File: config.mk
export PLATFORM = sky130hd
export DESIGN_NAME = irq_nest_ctrl
export DESIGN_NICKNAME = d
export VERILOG_FILES = /design/src/rtl/irq_nest_ctrl.sv
export SDC_FILE = /design/constraint.sdc
export NUM_CORES = 1
export LEC_CHECK = 0
export BUFFER_PORTS_ARGS = -buffer_cell sky130_fd_sc_hd__buf_4
export CAP_MARGIN = 5
export CORE_UTILIZATION = 30
export CTS_CLUSTER_DIAMETER = 40
export CTS_CLUSTER_SIZE = 25
export DETAILED_ROUTE_END_ITERATION = 7
export GPL_TIMING_DRIVEN = 1
export PLACE_DENSITY = 0.56
export REMOVE_ABC_BUFFERS = 1
export SLEW_MARGIN = 20
export SYNTH_ARGS = -nofsm -noshare
export SYNTH_HDL_FRONTEND = slang
export SYNTH_SLANG_ARGS = --single-unit
File: constraint.sdc
create_clock -name clk -period 6.6 [get_ports clk]
set_input_delay 0 -clock clk [delete_from_list [all_inputs] [get_ports clk]]
set_output_delay 0 -clock clk [all_outputs]
set_load 0.05 [all_outputs]
File: src/rtl/irq_nest_ctrl.sv
module irq_nest_ctrl #(
  parameter logic [7:0] EN_ADDR = 8'hA8,
  parameter logic [7:0] HI_ADDR = 8'hB7,
  parameter logic [7:0] LO_ADDR = 8'hB8,
  parameter logic [7:0] VEC_BASE = 8'h03,
  parameter int unsigned VEC_STEP = 8
) (
  input  logic       clk,
  input  logic       rst_n,
  input  logic       sfr_wr,
  input  logic [7:0] sfr_addr,
  input  logic [7:0] sfr_wdata,
  output logic [7:0] sfr_rdata,
  input  logic       ext0_flag,
  input  logic       tmr0_flag,
  input  logic       ext1_flag,
  input  logic       tmr1_flag,
  input  logic       rx_flag,
  input  logic       tx_flag,
  input  logic       t2ovf_flag,
  input  logic       t2ext_flag,
  input  logic       ext0_edge,
  input  logic       ext1_edge,
  input  logic       irq_ack,
  input  logic       reti,
  output logic       irq,
  output logic [7:0] irq_vec,
  output logic [3:0] lvl_active,
  output logic       clr_ext0,
  output logic       clr_tmr0,
  output logic       clr_ext1,
  output logic       clr_tmr1
);

  logic       ea;
  logic [5:0] en, hp, lp;
  logic [2:0] cur_src;
  logic [1:0] cur_lvl;

  logic [5:0] req;
  logic [2:0] win_src;
  logic [1:0] win_lvl;
  logic       win_ok;
  logic [1:0] ins_top;
  logic       grant_ok;
  logic       ack;
  logic [3:0] top_mask;

  assign req = {t2ovf_flag | t2ext_flag, rx_flag | tx_flag, tmr1_flag,
                ext1_flag, tmr0_flag, ext0_flag} & en & {6{ea}};

  always_comb begin
    win_ok  = 1'b0;
    win_src = '0;
    win_lvl = '0;
    for (int l = 0; l < 4; l++)
      for (int s = 5; s >= 0; s--)
        if (req[s] && {hp[s], lp[s]} == 2'(l)) begin
          win_ok  = 1'b1;
          win_src = 3'(s);
          win_lvl = 2'(l);
        end
  end

  always_comb begin
    ins_top = '0;
    for (int l = 0; l < 4; l++)
      if (lvl_active[l]) ins_top = 2'(l);
  end

  assign top_mask = (|lvl_active) ? (4'b0001 << ins_top) : 4'b0000;
  assign grant_ok = win_ok && (!(|lvl_active) || win_lvl > ins_top);
  assign ack      = irq && irq_ack;

  always_comb begin
    case (sfr_addr)
      EN_ADDR: sfr_rdata = {ea, 1'b0, en};
      HI_ADDR: sfr_rdata = {2'b00, hp};
      LO_ADDR: sfr_rdata = {2'b00, lp};
      default: sfr_rdata = 8'h00;
    endcase
  end

  always_ff @(posedge clk or negedge rst_n) begin
    if (!rst_n) begin
      ea <= 1'b0;
      en <= '0;
      hp <= '0;
      lp <= '0;
      irq <= 1'b0;
      irq_vec <= '0;
      cur_src <= '0;
      cur_lvl <= '0;
      lvl_active <= '0;
      {clr_ext0, clr_tmr0, clr_ext1, clr_tmr1} <= '0;
    end else begin
      if (sfr_wr) begin
        case (sfr_addr)
          EN_ADDR: begin ea <= sfr_wdata[7]; en <= sfr_wdata[5:0]; end
          HI_ADDR: hp <= sfr_wdata[5:0];
          LO_ADDR: lp <= sfr_wdata[5:0];
          default: ;
        endcase
      end
      if (ack) begin
        irq <= 1'b0;
      end else if (!irq && grant_ok) begin
        irq     <= 1'b1;
        cur_src <= win_src;
        cur_lvl <= win_lvl;
        irq_vec <= VEC_BASE + 8'(VEC_STEP) * {5'b0, win_src};
      end
      lvl_active <= (lvl_active & ~(reti ? top_mask : 4'b0000))
                  | (ack ? (4'b0001 << cur_lvl) : 4'b0000);
      clr_ext0 <= ack && cur_src == 3'd0 && ext0_edge;
      clr_tmr0 <= ack && cur_src == 3'd1;
      clr_ext1 <= ack && cur_src == 3'd2 && ext1_edge;
      clr_tmr1 <= ack && cur_src == 3'd3;
    end
  end

  a_r3_master_off_no_irq: assert property (@(posedge clk) disable iff (!rst_n)
    (!ea && !irq) |=> !irq);

  a_r8_hold_until_ack: assert property (@(posedge clk) disable iff (!rst_n)
    (irq && !irq_ack) |=> (irq && $stable(irq_vec)));

  a_r9_strictly_above: assert property (@(posedge clk) disable iff (!rst_n)
    $rose(irq) |-> ($past(lvl_active) == 4'b0000 || cur_lvl > $past(ins_top)));

  a_r10_reti_drops_one: assert property (@(posedge clk) disable iff (!rst_n)
    (reti && !ack && lvl_active != 4'b0000) |=>
      ($countones(lvl_active) == $countones($past(lvl_active)) - 1));

  a_r11_strobe_after_ack: assert property (@(posedge clk) disable iff (!rst_n)
    (clr_ext0 || clr_tmr0 || clr_ext1 || clr_tmr1) |-> $past(irq && irq_ack));

  a_r11_single_strobe: assert property (@(posedge clk) disable iff (!rst_n)
    $onehot0({clr_ext0, clr_tmr0, clr_ext1, clr_tmr1}));

endmodule

Word level (Yosys, flattened, before mapping)

Index checks and enable logic that the tools add are counted.
Widths: inputs -> output; s select.

Register bits after elaboration: 41
Input port bits: 31
Output and inout bits: 25
Logic and storage cells: 173

$add $sub $neg: 1
Order comparisons: 1
Equal/unequal tests: 24
Shift operators: 2
Muxes and demuxes: 75
Bitwise operators: 8
Reductions and logical operators: 49

Operators with widths:

| kind                | number |
|---|---|
| $mux 3              | 24 |
| $mux 2              | 19 |
| $logic_and 1x1->1   | 33 |
| $mux 1              | 28 |
| $eq 2x2->1 const B  | 12 |
| $eq 8x8->1 const B  | 3 |
| $pmux 8 s3          | 1 |
| $and 6x6->6         | 2 |
| $eq 2x1->1 const B  | 6 |
| $logic_not 2->1     | 6 |
| $mux 4              | 3 |
| $reduce_and 2->1    | 4 |
| $shl 1x2->4 const A | 2 |
| $add 2x6->7 const A | 1 |
| $eq 3x2->1 const B  | 2 |
| $and 4x4->4         | 1 |
| $not 4->4           | 1 |
| $or 4x4->4          | 1 |
| $reduce_or 4->1     | 1 |
| $eq 3x1->1 const B  | 1 |
| $logic_not 3->1     | 1 |
| $gt 2x2->1          | 1 |
| $logic_not 1->1     | 2 |
| $or 1x1->1          | 2 |
| 3 further kinds     | 3 |

Longest topological paths before layout

Depth in word-level cells: 32
Depth in mapped cells: 12
Gate-level depth less buffers: 11

Least setup slack after synthesis

No wires, ideal clock.

Kind: register to register
From: register lp[5]
To: register cur_src[0]
Setup time: 0.128 ns
Arrival time: 2.648 ns
Required time: 6.472 ns
Path slack: 3.824 ns
Cell stages (with the launch flop): 12
Path buffers: 0
Clock period less this slack: 2.776 ns
Path through: dfrtp_1 or2b_1 o2bb2a_2 nor4b_4 o41a_1 ha_1 nor2b_1 a2bb2oi_1 o21bai_1 a41oi_4 a21boi_0 a21oi_1

Longest elaborated chain between the ends: 29
Elaborated cells on any way between the ends: 79
Classes of those cells: order compare: 1; eq/ne: 3; mux: 66; reduce/logical: 9

Ends and longest elaborated chain:

| element                    | RTL line | RTL |
|---|---|---|
| from (decl)                | 36       | `logic [5:0] en, hp, lp;` |
| from (signal assigned)     | 101      | `LO_ADDR: lp <= sfr_wdata[5:0];` |
| $logic_not 2->1            | 58       | `if (req[s] && {hp[s], lp[s]} == 2'(l)) begin` |
| $logic_and 1x1->1          | 58       |  |
| $mux 1 (24 in series)      | 58       |  |
| $logic_and 1x1->1          | 72       | `assign grant_ok = win_ok && (!(\|lvl_active) \|\| win_lvl > ins_top);` |
| $logic_and 1x1->1          | 107      | `end else if (!irq && grant_ok) begin` |
| $reduce_and 2->1 (no line) | -        |  |
| to (signal assigned)       | 109      | `cur_src <= win_src;` |
| to (decl)                  | 37       | `logic [2:0] cur_src;` |

Several ways; a longest one is shown, not always the timed one.
A chain may end at the register's enable or synchronous reset.

Worst setup path in the final report

From: register ea
To: register cur_src[0]

Longest elaborated chain between the ends: 29
Elaborated cells on any way between the ends: 96
Classes of those cells: order compare: 1; mux: 66; bitwise: 1; reduce/logical: 28

Ends and longest elaborated chain:

| element                    | RTL line | RTL |
|---|---|---|
| from (decl)                | 35       | `logic ea;` |
| from (signal assigned)     | 99       | `EN_ADDR: begin ea <= sfr_wdata[7]; en <= sfr_wdata[5:0]; end` |
| $and 6x6->6 (*)            | 50       | `ext1_flag, tmr0_flag, ext0_flag} & en & {6{ea}};` |
| $logic_and 1x1->1          | 58       |  |
| $mux 1 (24 in series)      | 58       |  |
| $logic_and 1x1->1          | 72       |  |
| $logic_and 1x1->1          | 107      |  |
| $reduce_and 2->1 (no line) | -        |  |

Mark *: on every way between the ends. The rest lies on a longest branch, timed or not.

==> metrics.yaml <==
status: "complete, no violations"
ir_drop_uv: 66.1
place_hpwl_microns: 4140
min_path_type: "input pin to register"
diodes: 0
grtUsageTotal_pct: 15.3
whs_path_depth: 2
place_area_sq_um: 2630
path_clk_slew_ps: 70
cts.sinks: 34
layout-drive-gt1-share_pct: 33.7
synth_cell_types: 66
r2r-start: "ea$_DFFE_PN0P_"
drt-wirelength-per-cell_microns: 15.0
vias: 1883
drtAntennaViolNets: 0
period_share_pct: 52.1
die_x_microns: 87.4
synth_top_flop_cell: "dfrtp_1"
async_reset_ff_share_pct: 100
gp_congestion: 0.896
rsz0062_at_grt: "no"
yosysWarnings: 0
seq_area_frac_synth_pct: 38.9
synth_top_area_share_pct: 38.9
drv_cap: 0
required_ps: 6770
chipHeight_microns: 87.4
stdcell_area_sq_um: 2810
drtIter0Drc: 182
tns_ps: 0
crit_fanout: 16
maxSlewHeadroom_pct: 63.3
viasPerCell: 5.19
cts_buffers: 5
drv_slew: 0
rrSetupSlack_ps: 3160
grt_pass1_vias: 1805
initial_utilization_pct: 31.6
grt_start_max_net_pins: 35
syn-cell-area_sq_um: 2190
syn_inst: 205
min_delay_worst_endpoint: "clr_ext1$_DFF_PN0_"
worst-r2r-cell-count: 11
clk_latency_ps: 280
drcViolationCount: 0
num_rows: 30
hold_start: "ext1_edge"
fmax_ghz: 0.291
rr_endpoint: "cur_src[0]$_DFFE_PN0P_"
design.die.area_sq_um: 7630
port_buffers: 50
drt-total-wl_microns: 5440
setup_viol: 0
worstSetupStartpoint: "ea$_DFFE_PN0P_"
finalHoldViolCount: 0
finalClockSkew_ps: 3.23
grt_pass1_wl_microns: 8970
post_cts_buffers: 0
p_leak_nw: 1.36
worstMarginPinSlew_ps: 551
startpoint_type: "register"
clockRootBuffer: "clkbuf_8"
clk_path_buf_depth: 2
p_per_area_nw_per_um2: 170
period_needed_ps: 3440
cts_tree: "yes"
boundaryPins: 56
endpoint_kind: "register"
synth_edf_count: 0
core_area_sq_um: 6910
path_class: "register to register"
fin_nets: 300
area_growth_pct: 28.7
firstDrtPassIters: 7
synth_area_leaders: "dfrtp_1 39%, mux2_2 7.7%, a222oi_1 2.7%"
cts_htree_levels: 2
synth_seq_cells: 34
syn_avg_cell_area_sq_um: 10.7
arrival_ps: 3600
grt_antenna_before_repair: 0
synth_largest_area_cell: "dfrtp_1"
gr-total-overflow: 0
==> cell usage after synthesis (4+ instances only) <==
cell	n
mux2_1	4
inv_1	16
o31ai_1	4
mux2_2	15
o21ai_0	5
nor2_1	15
a21oi_1	5
a222oi_1	6
buf_4	6
nand2_1	9
dfrtp_1	34
==> through the flow <==
step                      util (%)  hold slack [ps]  setup WS, ps  std cells  power [mW]
final                         40.7             3.44          3160        363       0.478
after global routing          40.7             2.83          2840        363       0.501
after CTS                     40.7             5.83          3140        363       0.482
after detailed placement      38.0            -19.2          3170        345       0.332
after global placement        38.0            -26.1          3210        345       0.332
after floorplan                  -             -296          3650        199       0.292
==> kinds of logic (layout without fill, tap and decap cells) <==
logic type	Yosys count	after routing	share of synthesized area (%)
buffers and inverters	25	84	5.72
flip-flops	34	34	38.9
other	1	4	0.172
adder cells (fa/ha/maj)	2	2	1.14
multiplexers	20	20	10.2
AND/OR/NAND/NOR	63	63	19.5
AO/OA/AOI/OAI	60	60	24.3
==> what timing repair did <==
item,CTS,global route
hold endpoints to repair,56,0
resized for setup,0,0
hold buffers,11,0
==> where the power goes <==
group / switching [mW] / internal, mW / leakage [nW]
Clock: 0.0716 / 0.0726 / 0.0383
Combinational: 0.0542 / 0.0373 / 0.860
Sequential: 0.0195 / 0.222 / 0.465
==> layer usage <==
metal  GRT usage [%]  routed length [microns]  share of wire [%]  vias to the layer above
met5               0                        0                  0                        -
met1            21.1                     2580                 47                      926
met2            24.4                     2600                 48                       35
met3            2.65                      193                3.5                        6
li1                -                        -                  -                      916
met4            5.07                       68                1.2                        0
==> worst max-delay path by stage <==
stage | end | slack [ps]
6_report | cur_src[0]$_DFFE_PN0P_ | 3160
4_1_cts | cur_src[0]$_DFFE_PN0P_ | 3140
2_1_floorplan | cur_src[0]$_DFFE_PN0P_ | 3650
5_1_grt | cur_src[0]$_DFFE_PN0P_ | 2840
3_5_place_dp | cur_src[0]$_DFFE_PN0P_ | 3170
3_3_place_gp | cur_src[0]$_DFFE_PN0P_ | 3210
==> critical path: stages (launching register included) <==
cell and delay, ps:
dfrtp_1 690, nand4b_1 340, nor2_1 370, nor4b_4 120
o41a_1 470, ha_1 210, nor2b_1 110, a2bb2oi_1 160
o21bai_1 160, a41oi_4 380, a21boi_0 230, a21oi_1 90
==> placed cells by master (no fill, tap or decap), types with 3 or more instances in the layout <==
| cell type | synthesis | final |
|---|---|---|
| and3_1 | 3 | 3 |
| nor2b_1 | 3 | 3 |
| o31ai_1 | 4 | 4 |
| dlygate4sd3_1 | 0 | 11 |
| o22ai_2 | 3 | 3 |
| o21ai_0 | 5 | 5 |
| o22ai_1 | 3 | 3 |
| nor2_1 | 15 | 15 |
| dfrtp_1 | 34 | 34 |
| inv_1 | 16 | 16 |
| buf_4 | 6 | 50 |
| clkbuf_8 | 0 | 5 |
| a21oi_1 | 5 | 5 |
| mux2_2 | 15 | 15 |
| mux2_1 | 4 | 4 |
| conb_1 | 1 | 4 |
| a222oi_1 | 6 | 6 |
| nand4b_1 | 3 | 3 |
| nand2_1 | 9 | 9 |
| a211oi_1 | 3 | 3 |
| o211ai_1 | 3 | 3 |
==> sequential cells by signal (all words and copies together) (netlist names) <==
signal,flops
irq_vec,1
hp,6
clr_ext1,1
cur_src,3
ea,1
cur_lvl,2
lp,6
lvl_active,4
clr_tmr0,1
en,6
clr_ext0,1
clr_tmr1,1
irq,1
==> layout make-up <==
class	instances	area, sq um
Fill cell	722	4090
Multi-Input combinational cell	149	1220
Sequential cell	34	851
Timing Repair Buffer	61	485
Tap cell	96	120
Clock buffer	7	76.3
Inverter	16	60.1
No activity file was read; power rests on OpenSTA's default activity.
